### src/rtl/line_irq_status.sv
module line_irq_status #(
  parameter int NLINES = 8,
  parameter int AW = 8,
  parameter logic [AW-1:0] BASE = 8'h10
) (
  input  logic              clk,
  input  logic              rst_n,
  input  logic [NLINES-1:0] line_in,
  input  logic [AW-1:0]     bus_addr,
  input  logic [NLINES-1:0] bus_wdata,
  input  logic              bus_wr,
  input  logic              bus_rd,
  output logic [NLINES-1:0] bus_rdata,
  output logic              irq_out
);

  localparam logic [AW-1:0] A_LIVE = BASE;
  localparam logic [AW-1:0] A_MODE = BASE + AW'(1);
  localparam logic [AW-1:0] A_HI   = BASE + AW'(2);
  localparam logic [AW-1:0] A_LO   = BASE + AW'(3);
  localparam logic [AW-1:0] A_ACK  = BASE + AW'(4);
  localparam logic [AW-1:0] A_ENS  = BASE + AW'(5);
  localparam logic [AW-1:0] A_ENC  = BASE + AW'(6);
  localparam logic [AW-1:0] A_PEND = BASE + AW'(8);

  logic [NLINES-1:0] sync1_q, sync2_q, prev_q;
  logic [NLINES-1:0] mode_q, hi_q, lo_q;
  logic [NLINES-1:0] pend_q, en_q, rdata_q;
  logic [NLINES-1:0] live, rise, fall, evt;
  logic [NLINES-1:0] ack_m, ens_m, enc_m;

  assign live = (hi_q & sync2_q) | (lo_q & ~sync2_q);
  assign rise = sync2_q & ~prev_q;
  assign fall = ~sync2_q & prev_q;
  assign evt  = (mode_q & ((hi_q & rise) | (lo_q & fall)))
              | (~mode_q & (hi_q ^ lo_q) & live);

  assign ack_m = (bus_wr && bus_addr == A_ACK) ? bus_wdata : '0;
  assign ens_m = (bus_wr && bus_addr == A_ENS) ? bus_wdata : '0;
  assign enc_m = (bus_wr && bus_addr == A_ENC) ? bus_wdata : '0;

  always_ff @(posedge clk or negedge rst_n) begin
    if (!rst_n) begin
      sync1_q <= '0;
      sync2_q <= '0;
      prev_q  <= '0;
    end else begin
      sync1_q <= line_in;
      sync2_q <= sync1_q;
      prev_q  <= sync2_q;
    end
  end

  always_ff @(posedge clk or negedge rst_n) begin
    if (!rst_n) begin
      mode_q <= '0;
      hi_q   <= '0;
      lo_q   <= '0;
    end else if (bus_wr) begin
      if (bus_addr == A_MODE) mode_q <= bus_wdata;
      if (bus_addr == A_HI)   hi_q   <= bus_wdata;
      if (bus_addr == A_LO)   lo_q   <= bus_wdata;
    end
  end

  always_ff @(posedge clk or negedge rst_n) begin
    if (!rst_n) begin
      pend_q <= '0;
      en_q   <= '0;
    end else begin
      pend_q <= (pend_q & ~ack_m) | evt;
      en_q   <= (en_q | ens_m) & ~enc_m;
    end
  end

  always_ff @(posedge clk or negedge rst_n) begin
    if (!rst_n) begin
      rdata_q <= '0;
    end else if (bus_rd) begin
      case (bus_addr)
        A_LIVE:  rdata_q <= live;
        A_MODE:  rdata_q <= mode_q;
        A_HI:    rdata_q <= hi_q;
        A_LO:    rdata_q <= lo_q;
        A_ENS:   rdata_q <= en_q;
        A_PEND:  rdata_q <= pend_q;
        default: rdata_q <= '0;
      endcase
    end
  end

  assign bus_rdata = rdata_q;
  assign irq_out   = |(pend_q & en_q);

endmodule

### config.mk
export PLATFORM = sky130hd
export DESIGN_NAME = line_irq_status
export DESIGN_NICKNAME = d
export VERILOG_FILES = /design/src/rtl/line_irq_status.sv
export SDC_FILE = /design/constraint.sdc
export NUM_CORES = 1
export LEC_CHECK = 0
export BUFFER_PORTS_ARGS = -buffer_cell sky130_fd_sc_hd__clkbuf_2
export CORE_UTILIZATION = 56
export CTS_CLUSTER_DIAMETER = 200
export DETAILED_ROUTE_END_ITERATION = 8
export PLACE_DENSITY = 0.77
export SLEW_MARGIN = 20
export SYNTH_ARGS = -nofsm -noshare
export SYNTH_HDL_FRONTEND = slang
export SYNTH_SLANG_ARGS = --single-unit
### constraint.sdc
create_clock -name clk -period 2.05 [get_ports clk]
set_input_delay 0.1025 -clock clk [delete_from_list [all_inputs] [get_ports clk]]
set_output_delay 0.1025 -clock clk [all_outputs]
set_load 0.005 [all_outputs]
==> results of run 1 <==
[layout by cell type (no fill, tap or decap), types with 9 or more instances in the layout]
| master | netlist | layout |
|---|---|---|
| buf_4 | 0 | 13 |
| a21boi_0 | 9 | 9 |
| a21oi_1 | 23 | 23 |
| nand2_1 | 10 | 10 |
| dlygate4sd3_1 | 0 | 13 |
| clkbuf_2 | 0 | 35 |
| clkbuf_8 | 0 | 12 |
| mux2i_1 | 15 | 15 |
| dfrtp_1 | 72 | 72 |
| nor2_1 | 19 | 19 |
| mux2_2 | 29 | 29 |
[per-stage QoR]
step / total power (W) / hold slack (ps) / utilization (%) / cells
final: 0.00314 / 21.0 / 70.8 / 407
after floorplan: 0.00192 / -193 / - / 267
after detailed placement: 0.00210 / 73.2 / 65.1 / 378
after CTS: 0.00316 / 6.84 / 70.8 / 407
after global placement: 0.00208 / 73.2 / 65.1 / 378
after global routing: 0.00328 / 21.7 / 70.8 / 407
[timing repair]
| action | in CTS | in global routing |
|---|---|---|
| endpoints found under the hold margin | 44 | 0 |
| setup buffers | 0 | 0 |
| hold buffers | 13 | 0 |
[kinds of logic (layout without fill, tap and decap cells)]
family                 count (synthesis)  after routing  synth area share (%)
AOI/OAI and AO/OA                     77             77                  16.2
DFF                                   72             72                  54.4
and+or+nand+nor                       58             58                  11.9
muxes                                 46             46                  15.7
buffers and inverters                 14             82                  1.74
[metal layers]
metal	vias up	wire (um)	track usage, %
met2	95	3390	40.8
met4	0	124	10.7
li1	1147	-	-
met3	11	464	6.90
met1	1241	3430	37.3
met5	-	0	0
[Yosys cell counts (2+ instances only)]
cell type	number
a311o_1	7
or2_2	2
nor3b_1	7
o21ai_0	2
nor2b_1	4
a22oi_1	7
mux2i_1	15
dfrtp_1	72
nand3_2	2
clkbuf_1	4
nand2b_1	2
nand2_1	10
o211ai_1	3
a32oi_1	3
a22o_1	2
a21boi_0	9
mux2_2	29
a31oi_1	7
a21o_1	3
o22ai_1	3
buf_1	2
nor2_1	19
a21oi_1	23
nor4_4	2
nor4b_2	2
mux4_2	2
inv_1	4
buf_2	4
[registers in the layout, summed over array words and instances, names as in the netlist]
name       cells
hi_q           8
lo_q           8
sync2_q        8
prev_q         8
mode_q         8
bus_rdata      8
pend_q         8
sync1_q        8
en_q           8
[power by group through the flow]
stage	sequential [W]	clock (W)	combinational, W
2_1_floorplan	0.00166	0	0.000256
4_1_cts	0.00168	0.00106	0.000418
6_report	0.00168	0.00104	0.000416
3_3_place_gp	0.00170	0	0.000380
5_1_grt	0.00170	0.00112	0.000462
3_5_place_dp	0.00171	0	0.000397
[area by class of cell]
| class | instances | area [sq um] |
|---|---|---|
| clock buffer | 14 | 173 |
| clock inverter | 2 | 12.5 |
| fill | 419 | 1640 |
| inverter | 4 | 15.0 |
| multi-input combinational | 181 | 1450 |
| sequential | 72 | 1800 |
| tap | 72 | 90.1 |
| timing repair buffer | 62 | 423 |
[worst register-to-register path, cell delays in order (launching register included)]
cell     delay (ps)
dfrtp_1         420
mux2_2          360
mux4_2          450
nand2_1          80
a41oi_1         100
[path summary, 6_finish.rpt]
| check | slack, ps | start | end |
|---|---|---|---|
| min | 20 | bus_wdata[7] | en_q[7]$_DFF_PN0_ |
| min reg2reg | 340 | sync1_q[6]$_DFF_PN0_ | sync2_q[6]$_DFF_PN0_ |
| max reg2reg | 490 | sync2_q[7]$_DFF_PN0_ | bus_rdata[7]$_DFFE_PN0P_ |
| max in group asynchronous | 1260 | rst_n | prev_q[2]$_DFF_PN0_ |
| min in group asynchronous | 240 | rst_n | sync2_q[3]$_DFF_PN0_ |
| max | 480 | bus_addr[5] | mode_q[0]$_DFFE_PN0P_ |
==> flow_summary.ini, run 1 <==
[synth]
ys_warn_count = 0
synth_nets = 295
yosys.area.top_type = dfrtp_1
synth-edff-count = 0
synth_seq_cells = 72
synth_cell_type_count = 44
ys.flop_type = dfrtp_1
synth.avg_cell_area_sq_um = 12.4
async_reset_ff_share_pct = 100
ys_seq_area_share_pct = 54.4
synth_top_area_share_pct = 54.4
netlist_instances = 267
syn-cell-area_sq_um = 3310
synth_area_leaders = dfrtp_1 (54%), mux2_2 (9.9%), mux2i_1 (4.5%)

[drt]
drt-initial-drc-count = 269
drt_drc_violations_left = 0
detail-route-antenna-nets = 0
wirelength_um = 7410
firstDrtPassIters = 5
viasPerCell = 6.13
avgRoutedWirePerCell_um = 18.2
vias = 2494

[place]
post-place-ws_ps = 121
gp_congestion = 0.849
place_area_sq_um = 3650
detailed_place_hpwl_um = 5170
port_buffers = 36

[clocking]
root_buffer = clkbuf_8
cts_tree = yes
cts_resized = 0
clkTransAtPathRegs_ps = 70
cts_buffer_depth = 2
htreeDepth = 3
clock_latency_ps = 340
cts_made_buffers = 9
clkSinkCount = 72

[worst_setup_path]
critPathKind = in2reg
crit_arrival_ps = 1800
ff2ff_path_depth = 4
crit_chain = clkbuf_2 > or4b_4 > nor3_4 > nand3_2 > mux2_2
start_kind = primary input
path_delay_family = simple AND/OR/NAND/NOR gates
cpPeakStageDelay_ps = 580
crit_fanout = 8
worst-path-buf-inv = 1
cp-end-kind = flip-flop
crit_path_top_delay_cell = or4b_4
cp.required_ps = 2280
cp.depth = 5

[floorplanning]
coreArea_sq_um = 5610
io_pins = 37
fp.dieArea_sq_um = 6230
die_h_um = 78.9
rows = 27
die_w_um = 78.9
start_util_pct = 59.1

[grt]
antenna_found_initial = 0
gr-total-overflow = 0
grt_util_all_layers_pct = 26.9
grt_max_degree = 41
grt_pass1_vias = 2426
grt_pass1_wl_um = 12200

[timing]
fin_crit_sh_pct = 76.5
tightest_slew_ps = 398
fin_crit_ps = 1570
fin_worst_skew_ps = 8.26
slew-limit-headroom_pct = 72.8
layout_setup_ws_ps = 482
tns_ps = 0
setup_viol = 0
fmax_mhz = 638
hold_viol = 0
maxSlewViolCount = 0
rsz0062_at_grt = false

[cells_and_area]
fin_area_sq_um = 3970
areaGrowthSynthToFinish_pct = 19.8
n_antenna_cell = 0
drive_gt1_share_pct = 31.6
nNetsFinal = 358

[pwr]
p_int_w = 0.00231
vdd_ir_drop_max_uv = 636
p_seq_share_pct = 53.6
power_switching_w = 0.000826
p_comb_share_pct = 13.2
p_sw_share_pct = 26.3
p_leak_nw = 1.75
powerDensity_nw_per_um2 = 790
clockPowerShare_pct = 33.1

[run_status]
outcome = finished, final reports clean

[min_path]
hold_path_depth = 2
holdCritPathClass = in2reg

[run]
cap_viol_max_count = 0
No activity file was read; power rests on OpenSTA's default activity.
==> run 2, diff against run 1 <==
Clock period 2.05 ns to 1.55 ns, I/O delays scaled along.
==> flow_summary.ini, run 2 (synthesized netlist as in run 1, its figures left out) <==
[run_status]
outcome = finished, final reports clean

[floorplanning]
die_h_um = 78.9
die_w_um = 78.9
start_util_pct = 59.1
io_pins = 37
coreArea_sq_um = 5610
fp.dieArea_sq_um = 6230
rows = 27

[place]
port_buffers = 36
gp_congestion = 0.901
dp_cells = 396
post-place-ws_ps = -224
detailed_place_hpwl_um = 5550
place_area_sq_um = 3810

[pwr]
vdd_ir_drop_max_uv = 992
p_leak_nw = 1.92
powerDensity_nw_per_um2 = 1150

[worst_setup_path]
r2r_setup_slack_ps = 50
critPathKind = reg2reg
crit_arrival_ps = 1700
ff2ff_path_depth = 4
crit_fanout = 2
cp-end-kind = flip-flop
start_kind = flip-flop
crit_chain = mux2_2 > mux4_2 > nand2_1 > a41oi_1
path_delay_family = multiplexers
cpPeakStageDelay_ps = 460
crit_path_top_delay_cell = mux4_2
worst-path-buf-inv = 0
cp.required_ps = 1750
cp.depth = 4

[drt]
drt_drc_violations_left = 0
detail-route-antenna-nets = 0
avgRoutedWirePerCell_um = 18.7
wl_met3_um = 526
viasPerCell = 6.08
wl_met2_um = 3750
wirelength_um = 7990
wl_met1_um = 3600
drt-initial-drc-count = 215
vias = 2601
firstDrtPassIters = 4
top_layer_used = met4

[timing]
hold_viol = 0
maxSlewViolCount = 0
layout_setup_ws_ps = 54.5
fin_crit_ps = 1500
tightest_slew_ps = 414
fmax_mhz = 669
rsz0062_at_grt = false
fin_crit_sh_pct = 96.5
setup_viol = 0
slew-limit-headroom_pct = 72.4
fin_worst_skew_ps = 4.09

[grt]
gr-total-overflow = 0
grt_util_all_layers_pct = 29.1
grt_max_degree = 43
grt_pass1_wl_um = 13400
grt_pass1_vias = 2578
antenna_found_initial = 0

[cells_and_area]
final_common_cell = dfrtp_1
fin_cells = 428
nNetsFinal = 379
n_antenna_cell = 0
areaGrowthSynthToFinish_pct = 28.4
final_util_pct = 75.8
drive_gt1_share_pct = 35.1
fin_area_sq_um = 4250
final_cell_mix = dfrtp_1 (72), clkbuf_2 (35), buf_4 (30), mux2_2 (29), a21oi_1 (23)

[clocking]
root_buffer = clkbuf_8
htreeDepth = 3
clkSinkCount = 72
cts_made_buffers = 9
cts_resized = 0
clkTransAtPathRegs_ps = 70
cts_buffer_depth = 2
cts_tree = yes
clock_latency_ps = 340

[run]
cap_viol_max_count = 0

[min_path]
hold_path_depth = 2
holdCritPathClass = in2reg
## run 2: cell count changes in the layout (fill, tap and decap cells not counted), sizes merged
cell         previous run  this run
buf                    14        32
bufinv                  0         5
clkbuf                 49        45
clkinvlp                1         0
dlygate4sd3            13        16
## run 2: metal layers
metal	vias to the layer above	track usage, %
met5	-	0
met4	0	7.09
met3	11	8.62
met2	95	44.3
met1	1312	41.1
li1	1183	-
## run 2: final timing paths
check,from,endpoint
max reg2reg,sync2_q[7]$_DFF_PN0_,bus_rdata[7]$_DFFE_PN0P_
max in group asynchronous,rst_n,mode_q[2]$_DFFE_PN0P_
min reg2reg,sync1_q[7]$_DFF_PN0_,sync2_q[7]$_DFF_PN0_
min,bus_wdata[1],en_q[1]$_DFF_PN0_
max,sync2_q[7]$_DFF_PN0_,bus_rdata[7]$_DFFE_PN0P_
min in group asynchronous,rst_n,sync2_q[3]$_DFF_PN0_
## run 2: timing repair
item	4_1_cts	5_1_grt
hold endpoints to repair	45	0
buffers inserted	0	0
hold buffers	16	0
## run 2: power by group
part / total, W / leakage [nW] / internal [W] / switching, W
clock network: 0.00208 / 0.140 / 0.00139 / 0.000690
logic: 0.000585 / 0.868 / 0.000315 / 0.000271
registers: 0.00222 / 0.907 / 0.00206 / 0.000166
## run 2: layout make-up
type                            count  area [sq um]
Clock buffer                       10           128
Clock inverter                      6           155
Fill cell                         381          1360
Inverter                            4          15.0
Multi-Input combinational cell    181          1460
Sequential cell                    72          1800
Tap cell                           72          90.1
Timing Repair Buffer               83           601
## run 2: per-stage QoR
stage	TNS [ps]	power (W)	hold WS, ps
6_report	0	0.00489	4.94
5_1_grt	0	0.00508	17.8
4_1_cts	0	0.00490	0.694
3_5_place_dp	-8040	0.00280	36.8
3_3_place_gp	-5310	0.00278	35.4
2_1_floorplan	-1210	0.00254	-218
## run 2: worst reg2reg max path: stages (launching register included)
cell	delay, ps
dfrtp_1	370
mux2_2	350
mux4_2	460
nand2_1	80
a41oi_1	100
==> run 3, diff against run 2 <==
Settings changed: CORE_UTILIZATION 56 to 50, PLACE_DENSITY 0.77 to 0.7.
==> flow_summary.ini, run 3 (synthesized netlist as in run 1, its figures left out) <==
[grt]
gr-total-overflow = 0
grt_max_degree = 42
grt_util_all_layers_pct = 24.9
grt_pass1_wl_um = 13300
antenna_found_initial = 0
grt_pass1_vias = 2662

[pwr]
clockPowerShare_pct = 38.6
p_int_w = 0.00344
p_comb_share_pct = 12.9
p_seq_share_pct = 48.5
powerDensity_nw_per_um2 = 1080
p_sw_share_pct = 25.0
p_leak_nw = 1.92
total_power_w = 0.00459
vdd_ir_drop_max_uv = 890
power_switching_w = 0.00115

[cells_and_area]
areaGrowthSynthToFinish_pct = 28.7
n_antenna_cell = 0
drive_gt1_share_pct = 36.6
final_common_cell = dfrtp_1
final_cell_mix = dfrtp_1 (72), clkbuf_2 (35), buf_4 (35), mux2_2 (28), a21oi_1 (23)
nNetsFinal = 384
nFillCells = 487

[clocking]
cts_tree = yes
root_buffer = clkbuf_8
clock_latency_ps = 360
cts_buffer_depth = 2
cts_made_buffers = 9
clkSinkCount = 72
clkTransAtPathRegs_ps = 80
htreeDepth = 3

[timing]
fmax_mhz = 666
maxSlewViolCount = 0
slew-limit-headroom_pct = 70.4
fin_crit_ps = 1500
rsz0062_at_grt = true
tightest_slew_ps = 444
fin_crit_sh_pct = 96.8
fin_worst_skew_ps = 7.61
layout_setup_ws_ps = 49.4
setup_viol = 0
hold_viol = 0

[floorplanning]
start_util_pct = 51.9
fp.dieArea_sq_um = 6960
die_w_um = 83.4
rows = 29
die_h_um = 83.4
coreArea_sq_um = 6390
io_pins = 37

[drt]
viasPerCell = 5.81
vias = 2544
drt_drc_violations_left = 0
wirelength_um = 7800
firstDrtPassIters = 4
drt-initial-drc-count = 210
detail-route-antenna-nets = 0
avgRoutedWirePerCell_um = 17.8

[worst_setup_path]
cpPeakStageDelay_ps = 470
cp.required_ps = 1770
crit_chain = mux2_4 > mux4_2 > nand2_2 > a41oi_2
crit_arrival_ps = 1720
cp-end-kind = flip-flop
path_delay_family = multiplexers
start_kind = flip-flop
worst-path-buf-inv = 0
crit_path_top_delay_cell = mux4_2
critPathKind = reg2reg
crit_fanout = 2

[place]
detailed_place_hpwl_um = 5410
port_buffers = 36
gp_congestion = 0.870
post-place-ws_ps = -239

[min_path]
holdCritPathClass = in2reg

[run]
cap_viol_max_count = 0

[run_status]
outcome = finished, final reports clean
run 3: changes by cell type in the layout (fill, tap and decap cells not counted):
cell / delta
a41oi_1: -1
a41oi_2: +1
buf_4: +5
bufinv_16: -2
clkinv_2: +1
clkinvlp_4: +1
mux2_2: -1
mux2_4: +1
nand2_1: -1
nand2_2: +1
run 3: area by class of cell:
class	instances	area (sq um)	area share, %
well taps	77	96.3	2.26
inverters	4	15.0	0.352
clock buffers	10	128	2.99
flip-flops and latches	72	1800	42.3
repair buffers	88	638	15.0
multi-input cells	181	1480	34.6
clock inverters	6	108	2.52
run 3: worst paths after layout:
path                                       endpoint                  from  cells after the start  slack [ps]
hold reg to reg                sync2_q[7]$_DFF_PN0_  sync1_q[7]$_DFF_PN0_                      0         350
max in group asynchronous     mode_q[0]$_DFFE_PN0P_                 rst_n                      3         780
setup reg to reg           bus_rdata[7]$_DFFE_PN0P_  sync2_q[7]$_DFF_PN0_                      4          50
setup / recovery           bus_rdata[7]$_DFFE_PN0P_  sync2_q[7]$_DFF_PN0_                      4          50
hold / removal                    en_q[4]$_DFF_PN0_          bus_wdata[4]                      2           3
min in group asynchronous      sync1_q[4]$_DFF_PN0_                 rst_n                      2         210
run 3: metrics by stage:
step | TNS, ps | cell area [sq um] | util, % | cells | hold slack, ps
after floorplan | -1210 | 3320 | - | 267 | -218
after global placement | -7150 | 3850 | 60.2 | 405 | 52.0
after detailed placement | -8150 | 3850 | 60.2 | 405 | 55.5
after CTS | 0 | 4240 | 66.4 | 437 | 9.54
after global routing | -6.93 | 4260 | 66.8 | 438 | 12.0
final | 0 | 4260 | 66.8 | 438 | 3.20
run 3: routing by layer:
metal / global-route usage (%) / wire length (um)
met1: 33.5 / 3490
met3: 6.66 / 476
met4: 7.99 / 134
met2: 39.3 / 3700
met5: 0 / 0
run 3: power groups by stage:
stage	clock, W	sequential, W	combinational, W
after global routing	0.00187	0.00224	0.000656
after CTS	0.00179	0.00222	0.000591
final	0.00177	0.00222	0.000593
after floorplan	0	0.00220	0.000340
after detailed placement	0	0.00225	0.000553
after global placement	0	0.00225	0.000542
run 3: repair_timing:
action                                  in CTS  in global routing
endpoints found under the hold margin       46                  0
hold buffers                                16                  0
buffers inserted                             0                  1
endpoints found under the setup margin       0                  1
gates resized for setup                      0                  3
run 3: worst reg2reg max path: stages (launching register included):
cell,delay [ps]
dfrtp_1,400
mux2_4,310
mux4_2,470
nand2_2,80
a41oi_2,90
